File: config.mk
export PLATFORM = sky130hd
export DESIGN_NAME = xrom_seq
export DESIGN_NICKNAME = d
export VERILOG_FILES = /design/src/rtl/xrom_pkg.sv /design/src/rtl/xrom_timing_reg.sv /design/src/rtl/xrom_lane_mux.sv /design/src/rtl/xrom_cycle_fsm.sv /design/src/rtl/xrom_seq.sv
export SDC_FILE = /design/constraint.sdc
export NUM_CORES = 1
export LEC_CHECK = 0
export BUFFER_PORTS_ARGS = -buffer_cell sky130_fd_sc_hd__buf_2
export CORE_UTILIZATION = 49
export DETAILED_ROUTE_END_ITERATION = 8
export PLACE_DENSITY_LB_ADDON = 0.25
export SYNTH_ARGS = -nofsm -noshare
export SYNTH_HDL_FRONTEND = slang
export SYNTH_HIERARCHICAL = 1
export SYNTH_SLANG_ARGS = --single-unit
File: constraint.sdc
create_clock -name clk -period 2.53 [get_ports clk]
set_input_delay 0.506 -clock clk [delete_from_list [all_inputs] [get_ports clk]]
set_output_delay 0.506 -clock clk [all_outputs]
set_load 0.05 [all_outputs]
File: src/rtl/xrom_pkg.sv
package xrom_pkg;

  localparam int TIM_W  = 4;
  localparam int DATA_W = 16;
  localparam int BYTE_W = 8;
  localparam int CNT_W  = TIM_W + 1;

  typedef enum logic [1:0] {
    ST_IDLE   = 2'd0,
    ST_SETUP  = 2'd1,
    ST_ACCESS = 2'd2
  } seq_state_t;

  // Length in clocks of the timed part of an access.
  function automatic logic [CNT_W-1:0] access_cycles(input logic [TIM_W-1:0] field);
    return {1'b0, field} + CNT_W'(1);
  endfunction

  // Zero is not a legal timing value.
  function automatic logic timing_legal(input logic [TIM_W-1:0] value);
    return value != '0;
  endfunction

  // Narrow transfers keep only the low byte; the upper byte reads as zero.
  function automatic logic [DATA_W-1:0] fit_width(input logic [DATA_W-1:0] data,
                                                   input logic wide);
    return wide ? data : {{(DATA_W-BYTE_W){1'b0}}, data[BYTE_W-1:0]};
  endfunction

endpackage

File: src/rtl/xrom_timing_reg.sv
module xrom_timing_reg
  import xrom_pkg::*;
#(
  parameter logic [TIM_W-1:0] TIM_INIT = 4'b1001
) (
  input  logic             clk,
  input  logic             rst_n,
  input  logic             stop_i,
  input  logic             wr_en,
  input  logic [TIM_W-1:0] wr_data,
  output logic [TIM_W-1:0] value,
  output logic             take_evt
);

  // Update only while stopped and only with a legal value.
  assign take_evt = wr_en && stop_i && timing_legal(wr_data);

  always_ff @(posedge clk or negedge rst_n) begin
    if (!rst_n) begin
      value <= TIM_INIT;
    end else if (take_evt) begin
      value <= wr_data;
    end
  end

endmodule

File: src/rtl/xrom_lane_mux.sv
module xrom_lane_mux
  import xrom_pkg::*;
(
  input  logic              req_wide,
  input  logic [DATA_W-1:0] req_wdata,
  input  logic              act_wide,
  input  logic [DATA_W-1:0] bus_din,
  output logic [DATA_W-1:0] wdata_fit,
  output logic [DATA_W-1:0] rdata_fit
);

  assign wdata_fit = fit_width(req_wdata, req_wide);
  assign rdata_fit = fit_width(bus_din, act_wide);

endmodule

File: src/rtl/xrom_cycle_fsm.sv
module xrom_cycle_fsm
  import xrom_pkg::*;
#(
  parameter int ADDR_W = 16
) (
  input  logic              clk,
  input  logic              rst_n,
  input  logic              soft_rst,
  input  logic [TIM_W-1:0]  tim,
  input  logic              start,
  input  logic              write,
  input  logic              wide,
  input  logic [ADDR_W-1:0] addr,
  input  logic [DATA_W-1:0] wdata_fit,
  input  logic [DATA_W-1:0] rdata_fit,
  output logic              act_wide,
  output logic              busy,
  output logic              done,
  output logic [DATA_W-1:0] rdata,
  output logic [ADDR_W-1:0] mem_addr,
  output logic [DATA_W-1:0] mem_dout,
  output logic              mem_dout_oe,
  output logic              mem_cs_n,
  output logic              mem_we_n,
  output logic              accept_evt,
  output logic              end_evt
);

  localparam logic [CNT_W-1:0] LAST = CNT_W'(1);

  seq_state_t       state;
  logic [CNT_W-1:0] cnt;
  logic             wr_q;

  assign busy       = (state != ST_IDLE);
  assign accept_evt = (state == ST_IDLE) && start && !soft_rst;
  assign end_evt    = (state == ST_ACCESS) && (cnt == LAST) && !soft_rst;

  always_ff @(posedge clk or negedge rst_n) begin
    if (!rst_n) begin
      state       <= ST_IDLE;
      cnt         <= '0;
      wr_q        <= 1'b0;
      act_wide    <= 1'b0;
      done        <= 1'b0;
      rdata       <= '0;
      mem_addr    <= '0;
      mem_dout    <= '0;
      mem_dout_oe <= 1'b0;
      mem_cs_n    <= 1'b1;
      mem_we_n    <= 1'b1;
    end else if (soft_rst) begin
      state       <= ST_IDLE;
      done        <= 1'b0;
      mem_dout_oe <= 1'b0;
      mem_cs_n    <= 1'b1;
      mem_we_n    <= 1'b1;
    end else begin
      done <= 1'b0;
      unique case (state)
        ST_IDLE: begin
          if (start) begin
            mem_addr <= addr;
            mem_dout <= wdata_fit;
            wr_q     <= write;
            act_wide <= wide;
            mem_cs_n <= 1'b0;
            cnt      <= access_cycles(tim);
            state    <= write ? ST_SETUP : ST_ACCESS;
          end
        end
        ST_SETUP: begin
          mem_we_n    <= 1'b0;
          mem_dout_oe <= 1'b1;
          state       <= ST_ACCESS;
        end
        ST_ACCESS: begin
          if (cnt == LAST) begin
            mem_cs_n    <= 1'b1;
            mem_we_n    <= 1'b1;
            mem_dout_oe <= 1'b0;
            done        <= 1'b1;
            if (!wr_q) begin
              rdata <= rdata_fit;
            end
            state <= ST_IDLE;
          end else begin
            cnt <= cnt - LAST;
          end
        end
        default: state <= ST_IDLE;
      endcase
    end
  end

endmodule

File: src/rtl/xrom_seq.sv
module xrom_seq
  import xrom_pkg::*;
#(
  parameter int              ADDR_W   = 16,
  parameter logic [TIM_W-1:0] TIM_INIT = 4'b1001
) (
  input  logic              clk,
  input  logic              rst_n,
  input  logic              soft_rst,
  input  logic              stop_i,
  input  logic              cfg_wr_en,
  input  logic [TIM_W-1:0]  cfg_wr_data,
  output logic [TIM_W-1:0]  cfg_rd_data,
  input  logic              req_start,
  input  logic              req_write,
  input  logic              req_wide,
  input  logic [ADDR_W-1:0] req_addr,
  input  logic [DATA_W-1:0] req_wdata,
  output logic [DATA_W-1:0] req_rdata,
  output logic              req_done,
  output logic              busy,
  output logic [ADDR_W-1:0] mem_addr,
  input  logic [DATA_W-1:0] mem_din,
  output logic [DATA_W-1:0] mem_dout,
  output logic              mem_dout_oe,
  output logic              mem_cs_n,
  output logic              mem_we_n
);

  logic              cfg_take;
  logic              accept_evt;
  logic              end_evt;
  logic              act_wide;
  logic [DATA_W-1:0] wdata_fit;
  logic [DATA_W-1:0] rdata_fit;

  xrom_timing_reg #(.TIM_INIT(TIM_INIT)) u_tim (
    .clk      (clk),
    .rst_n    (rst_n),
    .stop_i   (stop_i),
    .wr_en    (cfg_wr_en),
    .wr_data  (cfg_wr_data),
    .value    (cfg_rd_data),
    .take_evt (cfg_take)
  );

  xrom_lane_mux u_lane (
    .req_wide  (req_wide),
    .req_wdata (req_wdata),
    .act_wide  (act_wide),
    .bus_din   (mem_din),
    .wdata_fit (wdata_fit),
    .rdata_fit (rdata_fit)
  );

  xrom_cycle_fsm #(.ADDR_W(ADDR_W)) u_fsm (
    .clk         (clk),
    .rst_n       (rst_n),
    .soft_rst    (soft_rst),
    .tim         (cfg_rd_data),
    .start       (req_start),
    .write       (req_write),
    .wide        (req_wide),
    .addr        (req_addr),
    .wdata_fit   (wdata_fit),
    .rdata_fit   (rdata_fit),
    .act_wide    (act_wide),
    .busy        (busy),
    .done        (req_done),
    .rdata       (req_rdata),
    .mem_addr    (mem_addr),
    .mem_dout    (mem_dout),
    .mem_dout_oe (mem_dout_oe),
    .mem_cs_n    (mem_cs_n),
    .mem_we_n    (mem_we_n),
    .accept_evt  (accept_evt),
    .end_evt     (end_evt)
  );

endmodule

# Yosys cells after proc, flatten, opt, wreduce, memory -nomap -nowiden
# Index checks and enable logic that the tools add are counted.
# totals
ff_bits	65
mem_count	0
romBits	0
latchBits	0
elab_cells	59
output_inout_bits	57
mem_bits_rw	0
# op_classes
order_cmp	0
addsub	2
div	0
muxes	22
eq_ne	7
shifts	0
bitwise	2
reduce_logical	14
n_mul	0
# op_table
op	n
$mux W16	2
$mux W5	2
$pmux W5 S2	1
$mux W1	9
$mux W2	4
$reduce_and A4 Y1	2
$ne A3 B3 Y1 const B	2
$pmux W1 S2	3
$pmux W2 S3	1
$reduce_and A3 Y1	2
$reduce_bool A3 Y1	2
$add A4 B1 Y5 const B	1
$eq A5 B1 Y1 const B	1
$sub A5 B1 Y5 const B	1
$ne A2 B2 Y1 const B	2
$reduce_and A2 Y1	2
$reduce_bool A2 Y1	2
$reduce_bool A4 Y1	1
$eq A2 B1 Y1 const B	1
$eq A2 B2 Y1 const B	1
$logic_and A1 B1 Y1	2
$logic_not A2 Y1	1
$not A1 Y1	2

# Longest topological paths before layout
# depth
ltp_word	4
depth_mapped	7
mapped_depth_nobuf	6

# Cells and area by module
# Netlist, hierarchy kept.
# by_module_without_submodules
module	n_inst	area_per_inst_um2	seq_area_each_um2	cells_per_inst
xrom_cycle_fsm	1	2585.0	1529.0	179
xrom_lane_mux	1	220.2	0.0	32
xrom_timing_reg	1	192.7	102.6	14

# Worst setup path after synthesis
# Ideal clock, no wire load.
# synth_path
kind	register -> register
from	reg u_fsm.state[1]
to	reg u_fsm.mem_addr[0]
arrival_time_ps	1824
path_stages_with_launch	7
required_time_ps	2405
setup_slack_ps	581
n_path_buf	3
path_cell_list	dfrtp_1 buf_2 or2_2 nor3b_1 buf_4 buf_4 mux2_2
# synth_via
elab_chain_cells	2
# synth_lines
element	line	source
from (decl)	xrom_cycle_fsm.sv:31	seq_state_t state;
from (signal assigned)	xrom_cycle_fsm.sv:69	state <= write ? ST_SETUP : ST_ACCESS;
$logic_not A2 Y1	--	
$reduce_and A3 Y1 (no line)	--	
to (signal assigned)	xrom_cycle_fsm.sv:63	mem_addr <= addr;
to (decl)	xrom_cycle_fsm.sv:20	output logic [ADDR_W-1:0] mem_addr,
# No other way between the ends.
# A chain may end at the register's enable or synchronous reset.

# Final worst setup path
# layout_path
from	reg u_fsm.state[1]
to	reg u_fsm.mem_addr[6]
# Same word-level chain as after synthesis.

==> run summary <==
The region available for standard cell placement spans 5886 sq um. The power spent charging and discharging nets is 1.288 mW, and the final sum of negative setup slack is 0 ps. In this run, the number of DRC markers left after iteration 0 of detailed routing was 95. The instance area after placement is 3522 sq um.

Of the total power, the share spent switching nets is 36.21%. Clock-pin slew was measured on the worst setup and hold paths at 70 ps. Setup violations remaining at the end of the flow were counted as 0. At the pin with the least slew margin, the transition time is 683.8 ps. After layout, the design draws a total of 3.556 mW.

Dividing total power by cell area gives a power density of 944.6 nW/um^2. From synthesis to final layout, the design area changed by 26.06%. The netlist area before placement is 2987 sq um, and the estimated wirelength of the detail-placed design is 4058 um.

The run gives 2 as the buffer depth of the longest clock path. The clock reaches the later pin of the worst-skew pair after 320 ps. After clock tree synthesis, the repair step resized 0 gates.

The clock network burns 29.3% of the power. TritonCTS built the clock tree. Synthesis produced 224 cells.

The run gives 50.74% as the starting density of the core. 117 I/O pins were placed. The first TritonRoute pass finished after 6 iterations. After clock tree synthesis, the setup repair step added 0 buffers. The average instance in the mapped netlist occupies 13.33 sq um. With fillers left out, the area of the finished cells amounts to 3765 sq um. The tools report the final layout net count as 392. The run finished with clean final reports. In this run the remaining antenna-violating nets after routing total 0.

For the worst setup path, the data arrival time is 2190 ps. Register share of total power: 38.4%. The post-detailed-route DRC marker count is 0.

The total count of max-transition violations in the final report came out at 0. After detailed routing, the number of vias per cell comes to 5.144. Global routing consumed, over all layers together, 19.20% of the routing resources. The peak fanout along the critical path is 35.

In the layout the commonest cells are 116 x sky130_fd_sc_hd__buf_2, 61 x sky130_fd_sc_hd__dfrtp_1, 40 x sky130_fd_sc_hd__mux2_2. The initial antenna violation count was 0. The startpoint-to-endpoint class of the critical path was register to register. The logs give 6411 sq um for the die footprint and 54.41% for the remaining max-slew budget at the tightest pin.

The internal power contribution is 2.268 mW. The number of nets in the synthesized netlist is 287. The portion of total power attributed to combinational logic was 32.3%; the depth of the worst register-to-register path was 4. The H-tree was split into 3 levels. VDD sags by at most 0.0005073 V.

Worst clock skew: 5.787 ps. The filler cells instantiated in the layout total 489. The final worst-path setup slack is 546.4 ps. The die width is 80.07 um, and the total number of placement rows is 28. The detailed router placed 2,104 vias in this run. The vertical extent of the die was 80.07 um. Setup repair after global routing left no endpoint under its margin. Subtracting the final worst setup slack from the clock period gives 1984 ps.

The share of the clock period used by the worst path after layout was 78.40%. The count of final hold-check violations was 0; the via count of the first global-routing pass was 2,089. The max-capacitance violation count is 0, and the number of port buffers is 116. In this run, post-CTS hold repair placed 0 buffers.

The clock drives 65 sinks. The first global-routing pass estimated 9273 um of wire. The synthesis warning total was 6; the hold slack was 216.4 ps. The worst endpoint required time came out at 2730 ps. STA classifies the critical path endpoint as a register. The routed wire length came out at 5622 um.

The most frequent standard cell in the layout excluding fill and tap cells was sky130_fd_sc_hd__buf_2. The number of clock buffers inserted by TritonCTS came out at 9. The tree is rooted in a sky130_fd_sc_hd__clkbuf_8.

At the end of routability-driven placement, the weighted congestion stood at 0.8280. 0 antenna diodes ended up in the layout. The min-delay analysis places its worst path in the category input pin to async pin. The pin count of the biggest net entering global routing was 37. Share of post-route cells with drive strength above 1: 58.98%.

The routed wirelength normalized by instance count is 13.75 um. The maximum frequency from static timing analysis is 0.5041 GHz, and the static leakage power is 1.883 nW. For the worst-case setup slack after placement, the log shows 534.9 ps. The total overflow left after global routing is 0.

The worst setup path is launched from a register.
layer usage:
metal	vias to the layer above	part of all wire (%)	GRT usage (%)
met1	1031	44	23.17
li1	985	-	-
met3	6	6.8	4.318
met2	82	47	32.74
met5	-	0	0
met4	0	1.4	8.571
flip-flops by register name, summed over array words and instances, names as in the netlist:
name and flops:
u_fsm/mem_addr 16, u_fsm/mem_dout 16, u_fsm/rdata 16, u_fsm/cnt 5
u_tim/value 4, u_fsm/state 2, u_fsm/act_wide 1, u_fsm/done 1
u_fsm/mem_cs_n 1, u_fsm/mem_dout_oe 1, u_fsm/mem_we_n 1, u_fsm/wr_q 1
stage by stage:
step / utilization [%] / std cells
2_1_floorplan: - / 224
3_5_place_dp: 59.84 / 393
6_report: 63.97 / 409
3_3_place_gp: 59.84 / 393
5_1_grt: 63.97 / 409
4_1_cts: 63.97 / 409
cell type report:
| class | instances | area, sq um | area share, % |
|---|---|---|---|
| clock buffers | 10 | 137.6 | 3.656 |
| clock inverters | 6 | 105.1 | 2.792 |
| inverters | 5 | 18.77 | 0.4985 |
| multi-input cells | 128 | 1155 | 30.67 |
| flip-flops and latches | 65 | 1632 | 43.34 |
| well taps | 75 | 93.84 | 2.493 |
| repair buffers | 120 | 623.1 | 16.55 |
power by group through the flow:
stage          Sequential [mW]  Clock [mW]  Combinational, mW
2_1_floorplan             1.91           0              0.338
6_report                  1.36        1.04               1.15
5_1_grt                   1.39        1.12               1.22
3_3_place_gp              1.37           0               1.14
3_5_place_dp              1.38           0               1.15
4_1_cts                   1.37        1.07               1.16
path summary, 6_finish.rpt:
| path | from | to | slack, ps |
|---|---|---|---|
| setup / recovery | u_fsm/state[1] | u_fsm/mem_addr[6] | 550 |
| hold / removal | rst_n | u_fsm/mem_dout[4] | 220 |
| setup reg to reg | u_fsm/state[1] | u_fsm/mem_addr[6] | 550 |
| hold reg to reg | u_fsm/mem_dout[3] | u_fsm/mem_dout[3] | 500 |
| max in group asynchronous | rst_n | u_tim/value[0] | 1620 |
| min in group clk | req_wdata[3] | u_fsm/mem_dout[3] | 410 |
worst max-delay path, cell delays in order (launching register included):
cell and delay, ps:
sky130_fd_sc_hd__dfrtp_1 490, sky130_fd_sc_hd__or2_2 360, sky130_fd_sc_hd__nor3b_2 180, sky130_fd_sc_hd__buf_4 430
sky130_fd_sc_hd__mux2_2 390
Power figures use the tool's default switching activity.
